File: src/rtl/lpm_pkg.sv
package lpm_pkg;

   localparam int MODE_W = 4;

   typedef enum logic [MODE_W-1:0] {
      MODE_RUN      = 4'd0,
      MODE_IDLE     = 4'd1,
      MODE_LP_RUN   = 4'd2,
      MODE_LP_IDLE  = 4'd3,
      MODE_STOP     = 4'd4,
      MODE_LP_STOP  = 4'd5,
      MODE_EMU_STOP = 4'd6,
      MODE_RETAIN   = 4'd7,
      MODE_DEEP_OFF = 4'd8
   } lpm_mode_e;

   // run / idle family that accepts software requests
   function automatic logic is_active(input lpm_mode_e m);
      return (m == MODE_RUN) || (m == MODE_IDLE) ||
             (m == MODE_LP_RUN) || (m == MODE_LP_IDLE);
   endfunction

   // modes in which a debugger acknowledge may be held
   function automatic logic ack_allowed(input lpm_mode_e m);
      return is_active(m) || (m == MODE_EMU_STOP);
   endfunction

   function automatic logic is_stop_code(input logic [MODE_W-1:0] c);
      return (c == MODE_STOP) || (c == MODE_LP_STOP);
   endfunction

   // emulated stop is never requested directly; codes above 8 are unused
   function automatic logic legal_code(input logic [MODE_W-1:0] c);
      return (c <= MODE_DEEP_OFF) && (c != MODE_EMU_STOP);
   endfunction

endpackage

File: src/rtl/lpm_ack_cell.sv
module lpm_ack_cell (
   input  logic clk,
   input  logic rst_n,
   input  logic req_i,
   input  logic secure_i,
   input  logic allow_i,
   output logic ack_o
);

   logic ack_q;

   always_ff @(posedge clk or negedge rst_n) begin
      if (!rst_n) ack_q <= 1'b0;
      else        ack_q <= req_i & ~secure_i & allow_i;
   end

   assign ack_o = ack_q;

endmodule

File: src/rtl/lpm_mode_fsm.sv
module lpm_mode_fsm import lpm_pkg::*; (
   input  logic              clk,
   input  logic              rst_n,
   input  logic              req_valid_i,
   input  logic [MODE_W-1:0] req_code_i,
   input  logic              wake_i,
   input  logic              both_dbg_i,
   output lpm_mode_e         mode_q_o,
   output lpm_mode_e         mode_d_o
);

   lpm_mode_e mode_q, mode_d;
   lpm_mode_e ret_q, ret_d;

   always_comb begin
      mode_d = mode_q;
      ret_d  = ret_q;
      case (mode_q)
         MODE_RUN, MODE_IDLE, MODE_LP_RUN, MODE_LP_IDLE: begin
            if (wake_i && mode_q == MODE_IDLE) begin
               mode_d = MODE_RUN;
            end else if (wake_i && mode_q == MODE_LP_IDLE) begin
               mode_d = MODE_LP_RUN;
            end else if (req_valid_i && legal_code(req_code_i)) begin
               if (is_stop_code(req_code_i) && both_dbg_i) begin
                  mode_d = MODE_EMU_STOP;
                  ret_d  = mode_q;
               end else begin
                  mode_d = lpm_mode_e'(req_code_i);
               end
            end
         end
         MODE_STOP, MODE_RETAIN, MODE_DEEP_OFF: begin
            if (wake_i) mode_d = MODE_RUN;
         end
         MODE_LP_STOP: begin
            if (wake_i) mode_d = MODE_LP_RUN;
         end
         MODE_EMU_STOP: begin
            if (wake_i || !both_dbg_i) mode_d = ret_q;
         end
         default: mode_d = MODE_RUN;
      endcase
   end

   always_ff @(posedge clk or negedge rst_n) begin
      if (!rst_n) begin
         mode_q <= MODE_RUN;
         ret_q  <= MODE_RUN;
      end else begin
         mode_q <= mode_d;
         ret_q  <= ret_d;
      end
   end

   assign mode_q_o = mode_q;
   assign mode_d_o = mode_d;

endmodule

File: src/rtl/lpm_out_decode.sv
module lpm_out_decode import lpm_pkg::*; #(
   parameter int NUM_SYS_CLK     = 4,
   parameter bit SYS_CLK_IN_IDLE = 1'b1
) (
   input  lpm_mode_e              mode_i,
   output logic                   reg_run_o,
   output logic                   clk_src_en_o,
   output logic [NUM_SYS_CLK-1:0] sys_clk_en_o,
   output logic                   core_clk_en_o,
   output logic                   periph_block_o
);

   logic run_like, idle_like, sys_on;

   assign run_like  = (mode_i == MODE_RUN) || (mode_i == MODE_LP_RUN);
   assign idle_like = (mode_i == MODE_IDLE) || (mode_i == MODE_LP_IDLE);

   assign reg_run_o      = (mode_i == MODE_RUN) || (mode_i == MODE_IDLE) ||
                           (mode_i == MODE_EMU_STOP);
   assign clk_src_en_o   = run_like || idle_like || (mode_i == MODE_EMU_STOP);
   assign core_clk_en_o  = run_like || (mode_i == MODE_EMU_STOP);
   assign periph_block_o = (mode_i == MODE_EMU_STOP);

   generate
      if (SYS_CLK_IN_IDLE) begin : g_idle_keep
         assign sys_on = run_like || idle_like;
      end else begin : g_idle_gate
         assign sys_on = run_like;
      end
   endgenerate

   generate
      for (genvar i = 0; i < NUM_SYS_CLK; i++) begin : g_gate
         assign sys_clk_en_o[i] = sys_on;
      end
   endgenerate

endmodule

File: src/rtl/dbg_lpm_ctrl.sv
module dbg_lpm_ctrl import lpm_pkg::*; #(
   parameter int NUM_SYS_CLK     = 4,
   parameter bit SYS_CLK_IN_IDLE = 1'b1
) (
   input  logic                   clk,
   input  logic                   rst_n,
   input  logic                   secure_i,
   input  logic                   sys_pwr_req_i,
   input  logic                   dbg_pwr_req_i,
   input  logic                   mode_req_valid_i,
   input  logic [MODE_W-1:0]      mode_req_i,
   input  logic                   wake_i,
   output logic                   sys_pwr_ack_o,
   output logic                   dbg_pwr_ack_o,
   output logic [MODE_W-1:0]      mode_o,
   output logic                   reg_run_o,
   output logic                   clk_src_en_o,
   output logic [NUM_SYS_CLK-1:0] sys_clk_en_o,
   output logic                   core_clk_en_o,
   output logic                   periph_block_o
);

   localparam int NUM_CH = 2;

   generate
      if (NUM_SYS_CLK < 1 || NUM_SYS_CLK > 64) begin : g_bad_clk_count
         $error("NUM_SYS_CLK must lie in 1..64");
      end
   endgenerate

   lpm_mode_e         mode_q, mode_d;
   logic              both_dbg, allow_next;
   logic [NUM_CH-1:0] req_vec, ack_vec;

   assign both_dbg   = sys_pwr_req_i & dbg_pwr_req_i & ~secure_i;
   assign allow_next = ack_allowed(mode_d);
   assign req_vec    = {dbg_pwr_req_i, sys_pwr_req_i};

   lpm_mode_fsm u_fsm (
      .clk         (clk),
      .rst_n       (rst_n),
      .req_valid_i (mode_req_valid_i),
      .req_code_i  (mode_req_i),
      .wake_i      (wake_i),
      .both_dbg_i  (both_dbg),
      .mode_q_o    (mode_q),
      .mode_d_o    (mode_d)
   );

   generate
      for (genvar g = 0; g < NUM_CH; g++) begin : g_ack
         lpm_ack_cell u_cell (
            .clk      (clk),
            .rst_n    (rst_n),
            .req_i    (req_vec[g]),
            .secure_i (secure_i),
            .allow_i  (allow_next),
            .ack_o    (ack_vec[g])
         );
      end
   endgenerate

   lpm_out_decode #(
      .NUM_SYS_CLK     (NUM_SYS_CLK),
      .SYS_CLK_IN_IDLE (SYS_CLK_IN_IDLE)
   ) u_dec (
      .mode_i         (mode_q),
      .reg_run_o      (reg_run_o),
      .clk_src_en_o   (clk_src_en_o),
      .sys_clk_en_o   (sys_clk_en_o),
      .core_clk_en_o  (core_clk_en_o),
      .periph_block_o (periph_block_o)
   );

   assign sys_pwr_ack_o = ack_vec[0];
   assign dbg_pwr_ack_o = ack_vec[1];
   assign mode_o        = mode_q;

endmodule

File: config.mk
export PLATFORM = sky130hd
export DESIGN_NAME = dbg_lpm_ctrl
export DESIGN_NICKNAME = d
export VERILOG_FILES = /design/src/rtl/lpm_pkg.sv /design/src/rtl/lpm_ack_cell.sv /design/src/rtl/lpm_mode_fsm.sv /design/src/rtl/lpm_out_decode.sv /design/src/rtl/dbg_lpm_ctrl.sv
export SDC_FILE = /design/constraint.sdc
export NUM_CORES = 1
export LEC_CHECK = 0
export BUFFER_PORTS_ARGS = -buffer_cell sky130_fd_sc_hd__clkbuf_2
export CORE_MARGIN = 2
export CORE_UTILIZATION = 43
export DETAILED_ROUTE_END_ITERATION = 10
export PLACE_DENSITY = 0.69
export SYNTH_ARGS = -nofsm -noshare
export SYNTH_HDL_FRONTEND = slang
export SYNTH_HIERARCHICAL = 1
export SYNTH_SLANG_ARGS = --single-unit
File: constraint.sdc
create_clock -name clk -period 4.22 [get_ports clk]
set_clock_uncertainty 0.15 [all_clocks]
set_input_delay 0.211 -clock clk [delete_from_list [all_inputs] [get_ports clk]]
set_output_delay 0.211 -clock clk [all_outputs]
set_load 0.01 [all_outputs]
Word-level counts from Yosys, hierarchy flattened. Cells that the tools add are included.

Reduce and logical (&&, ||, !) cells: 24. Order comparisons: 1. Multiplexer cells: 8. Eq/ne operators: 15. Bitwise logic cells: 9.

Operator list (count): $eq 4x3->1 const B (7); $mux 4 (7); $eq 4x2->1 const B (4); $pmux 4 s4 (1); $logic_or 1x1->1 (13); $eq 4x1->1 const B (2); $logic_not 4->1 (2); $and 1x1->1 (6); $logic_and 1x1->1 (5); $reduce_and 5->1 (1); $eq 4x4->1 const B (1); $le 4x4->1 const B (1); $ne 4x3->1 const B (1); $reduce_or 4->1 (1); $not 1->1 (3); $reduce_or 3->1 (1); $logic_not 1->1 (1).

Flip-flop bits (word level): 10. Logic and storage cells: 61.

Longest topological paths before layout. Gate-level depths: netlist of the first run.

Word-level depth: 14. Gate-level depth with buffers: 9.

Cells and area by module. The synthesis of the first run kept the hierarchy.

By module, submodules not included: lpm_mode_fsm (area each 548.0 um^2, cells an instance 58, times used 1, seq. area each 200.2 um^2); lpm_out_decode (area each 85.1 um^2, cells an instance 13, times used 1, seq. area each 0.0 um^2); lpm_ack_cell (area each 33.8 um^2, cells an instance 2, times used 2, seq. area each 25.0 um^2); dbg_lpm_ctrl (area each 22.5 um^2, cells an instance 4, times used 1, seq. area each 0.0 um^2).

Worst setup path before layout of the first run. Ideal clock, no wire load.

Path type: reg2reg. Start: register u_fsm.mode_q[2], in the netlist u_fsm/mode_q_o[2]. End: register g_ack[0].u_cell.ack_q. Library setup time: 0.066 ns. Setup slack: 2.433 ns. Cell stages (with the launch flop): 7. Buffers on the path: 1. Arrival: 1.571 ns. Clock period less this slack: 1.787 ns. Required time: 4.004 ns. Cell sequence: dfrtp_1 > buf_2 > nor4_1 > a221o_1 > nand2b_1 > a21oi_2 > and3b_1.

Longest elaborated chain between the ends: 11.

Ends and longest elaborated chain: from (decl) (RTL line lpm_mode_fsm.sv:12) `lpm_mode_e mode_q, mode_d;`; from (signal assigned) (RTL line lpm_mode_fsm.sv:51) `mode_q <= mode_d;`; $eq 4x2->1 (RTL line lpm_mode_fsm.sv:18, lpm_mode_fsm.sv:22); $logic_and 1x1->1 (RTL line lpm_mode_fsm.sv:22) `end else if (wake_i && mode_q == MODE_LP_IDLE) begin`; $mux 4 (RTL line lpm_mode_fsm.sv:22); $mux 4 (RTL line lpm_mode_fsm.sv:20) `if (wake_i && mode_q == MODE_IDLE) begin`; $pmux 4 s4 * (RTL line lpm_mode_fsm.sv:18) `case (mode_q)`; via mode_d[0] (RTL line dbg_lpm_ctrl.sv:31) `lpm_mode_e mode_q, mode_d;`; $eq 4x1->1 / $logic_not 4->1 (equally long branches) (RTL line lpm_pkg.sv:19) `return (m == MODE_RUN) || (m == MODE_IDLE) ||`; $logic_or 1x1->1 (2 in a row) (RTL line lpm_pkg.sv:19); $logic_or 1x1->1 (RTL line lpm_pkg.sv:20) `(m == MODE_LP_RUN) || (m == MODE_LP_IDLE);`; $logic_or 1x1->1 * (RTL line lpm_pkg.sv:25) `return is_active(m) || (m == MODE_EMU_STOP);`; via allow_next (RTL line dbg_lpm_ctrl.sv:32) `logic both_dbg, allow_next;`; $and 1x1->1 * (RTL line lpm_ack_cell.sv:14) `else ack_q <= req_i & ~secure_i & allow_i;`; to (signal assigned) (RTL line lpm_ack_cell.sv:14); to (decl) (RTL line lpm_ack_cell.sv:10) `logic ack_q;`.

Mark *: on every way through the listed nets, which the timed path passes. The rest lies on a longest branch. A chain may end at the register's enable or synchronous reset.

Final worst setup path of the first run.
Start: register u_fsm.mode_q[2], in the netlist u_fsm/mode_q_o[2]. End: register g_ack[1].u_cell.ack_q.

Longest elaborated chain between the ends: 11.

Ends and longest elaborated chain (RTL line): $eq 4x2->1 (lpm_mode_fsm.sv:18, lpm_mode_fsm.sv:22); $logic_and 1x1->1 (lpm_mode_fsm.sv:22); $mux 4 (lpm_mode_fsm.sv:22); $mux 4 (lpm_mode_fsm.sv:20); $pmux 4 s4 * (lpm_mode_fsm.sv:18); via mode_d[0] (dbg_lpm_ctrl.sv:31); $eq 4x1->1 / $logic_not 4->1 (equally long branches) (lpm_pkg.sv:19); $logic_or 1x1->1 (2 in a row) (lpm_pkg.sv:19); $logic_or 1x1->1 (lpm_pkg.sv:20); $logic_or 1x1->1 * (lpm_pkg.sv:25); via allow_next (dbg_lpm_ctrl.sv:32); $and 1x1->1 * (lpm_ack_cell.sv:14); to (signal assigned) (lpm_ack_cell.sv:14); to (decl) (lpm_ack_cell.sv:10).

Marked as above.

==> flow_metrics.py, run 1 <==
metrics = {
    "die": {
        "die_w_um": 45.0,
        "pin_count": 25,
        "die_y_um": 45.0,
        "rows": 14,
        "start_util_pct": 46.9,
        "coreArea_sq_um": 1540,
        "die_area_sq_um": 2030,
    },
    "sta": {
        "max_slew_margin_pct": 62.1,
        "finalSetupViolCount": 0,
        "timing.fmax_mhz": 523,
        "slew_violations": 0,
        "hold_violations": 0,
        "tns_ps": 0,
        "min_period_ps": 1910,
        "grt_setup_unrepaired": "no",
        "setup_ws_ps": 2310,
        "tightest_slew_ps": 568,
        "fin_crit_sh_pct": 45.4,
    },
    "setup_path": {
        "rr_worst_depth": 5,
        "crit_fanout": 17,
        "regToRegSetupSlack_ps": 2310,
        "setup.worst_path.start": "u_fsm/mode_q_o[2]",
        "path_class": "flop to flop",
        "critPathLaunchType": "flop",
        "timing.rr.start": "u_fsm/mode_q_o[2]",
        "cp.arrival_ps": 1970,
        "end_kind": "flop",
        "worstPathRequired_ps": 4270,
        "r2r_end": "g_ack[1].u_cell/ack_o",
    },
    "cts": {
        "cts-root-buf": "clkbuf_4",
        "clk_pin_slew_ps": 60,
        "cts_hold_buffers": 1,
        "clockBufferDepth": 2,
        "post-cts-setup-buffers": 0,
        "numCtsBuffers": 3,
        "worstSkewPairLatency_ps": 260,
        "cts_htree_levels": 1,
        "cts-resized-gates": 0,
        "cts_tree": "done",
        "numClockSinks": 10,
    },
    "global_routing": {
        "grtUsageMet3_pct": 7.20,
        "grt_pass1_vias": 606,
        "grt_busiest_layer": "met2",
        "grt_overflow": 0,
        "grt_max_degree": 18,
        "grtUsageTotal_pct": 17.5,
        "antenna_found_initial": 0,
        "grt_pass1_wl_um": 2500,
        "grt_use_met2_pct": 32.9,
        "use_met1_pct": 18.7,
    },
    "layout": {
        "multi_input_area_sq_um": 400,
        "nets": 112,
        "n_fill_cell": 141,
        "areaGrowthSynthToFinish_pct": 17.3,
        "final_util_pct": 55.0,
        "antennaDiodeCount": 0,
        "drive_gt1_share_pct": 36.0,
        "regArea_sq_um": 250,
    },
    "route": {
        "vias_per_cell": 6.00,
        "drc_errors": 0,
        "vias": 696,
        "drt-total-wl_um": 1620,
        "firstDrtPassIters": 4,
        "drt-initial-drc-count": 22,
        "wire_per_inst_um": 13.9,
        "ant_nets": 0,
    },
    "synthesis": {
        "seq_area_frac_synth_pct": 34.6,
        "syn_area_sq_um": 723,
        "syn-mean-instance-area_sq_um": 9.15,
        "synth_top_area_share_pct": 34.6,
        "synth_cell_type_count": 36,
        "postSynthCellCount": 79,
        "synth_area_leaders": "dfrtp_1 35%, nand2b_1 4.3%, buf_4 4.2%, mux2_4 4.2%, nor2_1 4.2%",
        "synth_top_cell_by_area": "dfrtp_1",
        "yosys_warnings": 6,
        "synth_fp_nets": 90,
        "ys_ff_latch": 10,
    },
    "place": {
        "numPortBuffers": 24,
        "post-place-ws_ps": 2240,
        "hpwlAfterDp_um": 1200,
        "gp_congestion": 0.872,
    },
    "pwr": {
        "p_per_area_nw_per_um2": 393,
        "ir_drop_v": 0.000298,
        "leakage_uw": 0.000404,
    },
    "run": {
        "maxCapViolCount": 0,
    },
    "min_path": {
        "worstHoldStart": "sys_pwr_req_i",
        "min_to": "g_ack[0].u_cell/ack_o",
        "min_delay_path_depth": 2,
        "hp-class": "input port to flop",
    },
    "outcome": {
        "outcome": "finished clean",
    },
}
stage by stage:
step	instances	hold WS [ps]	power, uW	instance area, sq um
3_3_place_gp	111	-67.0	247	802
4_1_cts	116	63.3	338	848
2_1_floorplan	79	-235	218	723
3_5_place_dp	111	-61.6	251	802
5_1_grt	116	60.4	356	848
6_report	116	66.6	334	848
cell usage in the layout, fill, tap and decap left out:
master         synthesis  final
a211oi_1               1      1
nand4b_1               1      1
a21oi_1                3      3
nand3_1                2      2
a31o_1                 1      1
and3_2                 1      1
mux2_4                 2      2
a21oi_2                1      1
clkbuf_2               0     24
o21ai_1                2      2
nor4b_1                2      2
nand2_1                4      4
dlygate4sd3_1          0      1
a21boi_0               1      1
and3b_1                2      2
clkbuf_8               0      1
o21bai_1               1      1
dfrtp_1               10     10
nand2_2                1      1
and2_1                 2      2
a21boi_2               1      1
nor3_1                 2      2
clkbuf_4               0      3
nor2b_1                2      2
o21a_1                 2      2
nor2_1                 8      8
nor4_4                 1      1
nand4_1                1      1
nor4_1                 1      1
inv_1                  3      3
a221o_1                1      1
a31oi_1                4      4
a41oi_1                1      1
nand2b_1               5      5
o22ai_1                1      1
a21bo_4                1      1
cells by family (layout without fill, tap and decap cells):
kind of cell | Yosys count | count (layout) | share of synthesized area, %
AOI/OAI and AO/OA | 21 | 21 | 21.8
buffers and inverters | 11 | 32 | 10.0
DFF | 10 | 10 | 34.6
muxes | 2 | 2 | 4.15
and+or+nand+nor | 35 | 35 | 29.4
area by class of cell:
class,count,area share (%)
timing repair buffer,25,15.3
sequential,10,29.5
clock buffer,4,4.28
tap,16,2.36
multi-input combinational,58,47.2
inverter,3,1.33
flip-flops by register name, summed over array words and instances (netlist names):
register / count
g_ack.u_cell/ack_o: 2
u_fsm/mode_q_o: 4
u_fsm/ret_q: 4
worst max-delay path, cell delays in order (launching register included):
cell and delay (ps):
dfrtp_1 700, nor4_1 130, a221o_1 390, nand2b_1 160
a21oi_2 140, and3b_1 170
layer usage:
layer / up-vias / share of wire [%]
met5: - / 0
met4: 0 / 0
met3: 0 / 7.7
met2: 37 / 50
met1: 334 / 43
li1: 325 / -
Yosys cell counts, drive strengths merged:
library cell   n
a211oi         1
a21bo          1
a21boi         2
a21oi          4
a221o          1
a31o           1
a31oi          4
a41oi          1
and2           2
and3           1
and3b          2
buf            7
clkbuf         1
dfrtp         10
inv            3
mux2           2
nand2          5
nand2b         5
nand3          2
nand4          1
nand4b         1
nor2           8
nor2b          2
nor3           2
nor4           2
nor4b          2
o21a           2
o21ai          2
o21bai         1
o22ai          1
worst max-delay path by stage:
stage,to,slack (ps),cells past startpoint
floorplan,g_ack[0].u_cell/ack_o,2430,6
global placement,g_ack[0].u_cell/ack_o,2300,10
detailed placement,g_ack[1].u_cell/ack_o,2240,10
CTS,g_ack[1].u_cell/ack_o,2310,5
global route,g_ack[1].u_cell/ack_o,2140,6
finish,g_ack[1].u_cell/ack_o,2310,5
power breakdown:
group	internal [uW]	leakage, uW	switching (uW)
Clock	52.4	0.0000210	31.8
Sequential	106	0.000134	30.5
Combinational	54.2	0.000249	58.4
Total	213	0.000404	121
Power figures use the tool's default switching activity.
==> run 2: changes to the inputs <==
==> constraint.sdc (replaced) <==
create_clock -name clk -period 1.9 [get_ports clk]
set_clock_uncertainty 0.15 [all_clocks]
set_input_delay 0.095 -clock clk [delete_from_list [all_inputs] [get_ports clk]]
set_output_delay 0.095 -clock clk [all_outputs]
set_load 0.01 [all_outputs]
==> run 2 against run 1 <==
Count of clock-buffer cells in the layout unchanged. Largest cell class unchanged. Core utilization increased by 4.5 points. Sequential share of layout area decreased by 2.1 points. Worst hold slack got worse by 40 ps. Via count decreased by 0.86%.
==> flow_metrics.py, run 2 (synthesis gave the netlist of run 1 again) <==
metrics = {
    "layout": {
        "layout_commonest_cell": "clkbuf_2",
        "multi_input_area_sq_um": 400,
        "drive_gt1_share_pct": 38.9,
        "final_cell_mix": "24 x clkbuf_2, 9 x dfrtp_1, 8 x nor2_1",
        "antennaDiodeCount": 0,
        "areaGrowthSynthToFinish_pct": 26.8,
        "nets": 120,
        "n_fill_cell": 143,
        "regArea_sq_um": 251,
    },
    "global_routing": {
        "antenna_found_initial": 0,
        "grt_overflow": 0,
        "grt_pass1_vias": 651,
        "grtUsageTotal_pct": 17.8,
        "grt_pass1_wl_um": 2620,
        "grt_max_degree": 14,
    },
    "place": {
        "gp_congestion": 0.870,
        "hpwlAfterDp_um": 1200,
        "numPortBuffers": 24,
    },
    "route": {
        "drc_errors": 0,
        "wire_per_inst_um": 12.5,
        "firstDrtPassIters": 4,
        "drt-total-wl_um": 1550,
        "ant_nets": 0,
        "vias_per_cell": 5.56,
        "drt-initial-drc-count": 14,
        "vias": 690,
    },
    "setup_path": {
        "worstPathRequired_ps": 1910,
        "path_class": "flop to flop",
        "critPathMaxStageDelay_ps": 580,
        "critPathLaunchType": "flop",
        "end_kind": "flop",
        "crit_fanout": 11,
        "cpMostUsedCell": "nand2b_1",
        "cp.arrival_ps": 1750,
        "crit_chain": "nand2b_1, a211oi_1, a221o_1, nand2b_1, a21oi_2, and3b_1",
        "crit_slowest_cell": "dfrtp_1",
    },
    "sta": {
        "min_period_ps": 1750,
        "slew_violations": 0,
        "whs_ps": 26.9,
        "tns_ps": 0,
        "tightest_slew_ps": 390,
        "max_slew_margin_pct": 74.0,
        "finalSetupViolCount": 0,
        "fin_crit_sh_pct": 91.9,
        "grt_setup_unrepaired": "no",
        "timing.fmax_mhz": 573,
        "hold_violations": 0,
    },
    "cts": {
        "numClockSinks": 10,
        "worstSkewPairLatency_ps": 260,
        "cts_htree_levels": 1,
        "clockBufferDepth": 2,
        "cts-root-buf": "clkbuf_4",
        "cts_tree": "done",
        "clk_pin_slew_ps": 70,
        "post-cts-setup-buffers": 0,
        "numCtsBuffers": 3,
    },
    "die": {
        "die_y_um": 45.0,
        "pin_count": 25,
        "rows": 14,
        "die_area_sq_um": 2030,
        "coreArea_sq_um": 1540,
        "die_w_um": 45.0,
        "start_util_pct": 46.9,
    },
    "pwr": {
        "leakage_uw": 0.000441,
        "p_per_area_nw_per_um2": 833,
        "swShare_pct": 35.2,
        "internal-power_uw": 495,
        "combPwrFrac_pct": 37.6,
        "ir_drop_v": 0.000657,
        "power_uw": 764,
        "pwr-share-seq_pct": 37.9,
        "p_clk_share_pct": 24.5,
        "power_switching_uw": 268,
    },
    "run": {
        "maxCapViolCount": 0,
    },
    "outcome": {
        "outcome": "finished clean",
    },
    "min_path": {
        "hp-class": "input port to flop",
    },
}
==> run 2: cell types whose count changed in the layout (fill, tap and decap cells not counted), sizes merged <==
cell,previous run,this run
dlygate4sd3,1,4
buf,0,5
==> run 2: per-layer routing <==
layer,GRT usage (%),vias up,routed length (um)
met5,0,-,0
met4,1.76,0,0
met3,7.20,0,97
met2,31.1,20,738
met1,21.1,327,716
li1,-,343,-
==> run 2: layout make-up <==
cell class	count	area share, %
clock buffers	4	3.96
inverters	3	1.23
flip-flops and latches	10	27.4
repair buffers	33	21.6
multi-input cells	58	43.7
well taps	16	2.18
==> run 2: path summary, 6_finish.rpt <==
kind | start | slack (ps) | end | cells after the start
max | u_fsm/mode_q_o[2] | 150 | g_ack[0].u_cell/ack_o | 6
min | mode_req_valid_i | 30 | u_fsm/mode_q_o[3] | 3
max reg2reg | u_fsm/mode_q_o[2] | 150 | g_ack[0].u_cell/ack_o | 6
min reg2reg | u_fsm/ret_q[3] | 340 | u_fsm/ret_q[3] | 1
max in group asynchronous | rst_n | 1310 | u_fsm/mode_q_o[0] | 2
min in group asynchronous | rst_n | 70 | g_ack[1].u_cell/ack_o | 2
==> run 2: power groups by stage <==
stage | logic [uW] | clock network (uW) | registers, uW
after global routing | 321 | 204 | 296
final | 287 | 187 | 289
after floorplan | 209 | 0 | 275
after detailed placement | 282 | 0 | 295
after CTS | 289 | 193 | 290
after global placement | 280 | 0 | 292
==> run 2: repair_timing <==
item / CTS / global route
hold buffers: 4 / 0
gates resized for setup: 0 / 1
endpoints found under the setup margin: 0 / 2
endpoints found under the hold margin: 12 / 0
==> run 2: worst max-delay path: cells and delay by family (launching register included) <==
family	cells	cell delay (ps)
AO/OA/AOI/OAI	3	450
flip-flops	1	580
AND/OR/NAND/NOR	3	450
==> run 2: stage by stage <==
step                      setup slack, ps  cell area [sq um]  utilization (%)  cells
after CTS                             104                916             59.4    124
after floorplan                       113                723                -     79
after global routing                 19.4                917             59.5    124
final                                 154                917             59.5    124
after global placement                133                840             54.5    116
after detailed placement              103                840             54.5    116
==> run 3: changes to the inputs <==
--- a/config.mk
+++ b/config.mk
@@ -6,10 +6,12 @@
 export NUM_CORES = 1
 export LEC_CHECK = 0
 export BUFFER_PORTS_ARGS = -buffer_cell sky130_fd_sc_hd__clkbuf_2
+export CELL_PAD_IN_SITES_DETAIL_PLACEMENT = 2
+export CELL_PAD_IN_SITES_GLOBAL_PLACEMENT = 2
 export CORE_MARGIN = 2
-export CORE_UTILIZATION = 43
+export CORE_UTILIZATION = 28
 export DETAILED_ROUTE_END_ITERATION = 10
-export PLACE_DENSITY = 0.69
+export PLACE_DENSITY = 0.76
 export SYNTH_ARGS = -nofsm -noshare
 export SYNTH_HDL_FRONTEND = slang
 export SYNTH_HIERARCHICAL = 1
==> run 3 against run 2 <==
Count of clock-buffer cells in the layout unchanged. Combinational power up 19%. Worst hold slack worse by 14 ps. Die area up 48%. Routed wire length up 69%. Total power up 8.7%. Highest routed layer is now met4. Non-clock buffer count up 5. Critical endpoint unchanged. Critical path type unchanged. First-iteration DRC count up 43%. Sequential share of layout area down 1.4 points. Core utilization down 20 points.
==> flow_metrics.py, run 3 (synthesis gave the netlist of run 1 again) <==
metrics = {
    "outcome": {
        "outcome": "finished clean",
    },
    "route": {
        "firstDrtPassIters": 4,
        "drt-initial-drc-count": 20,
        "vias": 762,
        "drc_errors": 0,
        "drt-total-wl_um": 2620,
        "ant_nets": 0,
        "wire_per_inst_um": 18.3,
        "vias_per_cell": 5.33,
    },
    "layout": {
        "layout_commonest_cell": "clkbuf_2",
        "drive_gt1_share_pct": 44.2,
        "areaGrowthSynthToFinish_pct": 35.1,
        "regArea_sq_um": 254,
        "multi_input_area_sq_um": 403,
        "antennaDiodeCount": 0,
        "n_fill_cell": 287,
        "final_cell_mix": "24 x clkbuf_2, 10 x buf_4, 7 x nor2_1, 7 x dfrtp_1, 5 x nand2b_1",
        "nets": 125,
    },
    "sta": {
        "tightest_slew_ps": 327,
        "max_slew_margin_pct": 77.9,
        "finalSetupViolCount": 0,
        "fin_crit_sh_pct": 97.4,
        "timing.fmax_mhz": 540,
        "slew_violations": 0,
        "min_period_ps": 1850,
        "hold_violations": 0,
        "tns_ps": 0,
    },
    "pwr": {
        "ir_drop_v": 0.000505,
        "power_uw": 830,
        "p_per_area_nw_per_um2": 849,
        "leakage_uw": 0.000464,
    },
    "global_routing": {
        "grt_max_degree": 14,
        "grt_overflow": 0,
        "grtUsageTotal_pct": 18.9,
        "grt_pass1_vias": 746,
        "grt_pass1_wl_um": 3810,
        "antenna_found_initial": 0,
    },
    "cts": {
        "numCtsBuffers": 3,
        "cts-root-buf": "clkbuf_4",
        "worstSkewPairLatency_ps": 270,
        "cts_tree": "done",
        "clockBufferDepth": 2,
        "clk_pin_slew_ps": 70,
        "cts_htree_levels": 1,
        "numClockSinks": 10,
    },
    "die": {
        "die_area_sq_um": 3010,
        "pin_count": 25,
        "start_util_pct": 29.5,
        "coreArea_sq_um": 2450,
        "die_w_um": 54.8,
        "die_y_um": 54.8,
        "rows": 18,
    },
    "place": {
        "hpwlAfterDp_um": 1800,
        "gp_congestion": 0.744,
        "numPortBuffers": 24,
    },
    "setup_path": {
        "crit_fanout": 11,
        "path_class": "flop to flop",
        "worstPathRequired_ps": 1960,
        "cp.arrival_ps": 1910,
        "critPathLaunchType": "flop",
        "end_kind": "flop",
    },
    "run": {
        "maxCapViolCount": 0,
    },
    "min_path": {
        "hp-class": "input port to flop",
    },
}
run 3: cell types whose count changed in the layout (fill, tap and decap cells not counted), sizes merged:
cell and change:
buf +5
run 3: worst paths after layout:
check	endpoint	depth (start not counted)	from	slack (ps)
worst max-delay path	g_ack[0].u_cell/ack_o	7	u_fsm/mode_q_o[0]	50
worst min-delay path	u_fsm/mode_q_o[3]	3	mode_req_valid_i	10
worst max register to register	g_ack[0].u_cell/ack_o	7	u_fsm/mode_q_o[0]	50
worst min register to register	u_fsm/ret_q[2]	1	u_fsm/ret_q[2]	340
max in group asynchronous	u_fsm/mode_q_o[0]	2	rst_n	1300
min in group asynchronous	u_fsm/ret_q[3]	2	rst_n	70
run 3: per-stage QoR:
step | setup slack [ps] | util (%) | std cells | hold slack (ps) | area, sq um
detailed placement | 23.6 | 35.5 | 132 | -177 | 872
global placement | 44.8 | 35.5 | 132 | -178 | 872
CTS | 65.2 | 38.7 | 140 | 29.7 | 950
finish | 49.2 | 39.8 | 143 | 13.3 | 977
global route | -36.5 | 39.8 | 143 | 17.0 | 977
floorplan | 113 | - | 79 | -351 | 723
run 3: layout make-up:
class                      count  area share [%]
tap                           30            3.84
inverter                       3            1.15
sequential                    10            26.0
clock buffer                   4            3.71
multi-input combinational     58            41.2
timing repair buffer          38            24.1
run 3: what timing repair did:
action / in CTS / in global routing
gates resized for setup: 1 / 3
hold endpoints to repair: 12 / 0
endpoints found under the setup margin: 2 / 2
setup buffers: 0 / 3
hold buffers: 4 / 0
run 3: layer usage:
| layer | wire [um] | vias to the layer above | global-route usage [%] |
|---|---|---|---|
| met5 | 0 | - | 0 |
| met4 | 25 | 0 | 5.83 |
| met3 | 147 | 2 | 4.92 |
| met2 | 1340 | 28 | 31.3 |
| met1 | 1110 | 383 | 23.8 |
| li1 | - | 349 | - |
run 3: power by group:
| group | total [uW] | switching (uW) | internal, uW |
|---|---|---|---|
| logic | 341 | 184 | 157 |
| registers | 289 | 51.1 | 238 |
| clock network | 199 | 82.3 | 117 |
| total | 830 | 318 | 512 |
run 3: critical path, cell delays in order, from the launching register on:
cell	delay [ps]
dfrtp_2	490
nand2b_1	180
a41oi_1	220
nand3_1	110
nor2_1	170
nand2b_1	100
a21oi_2	180
and3b_1	180
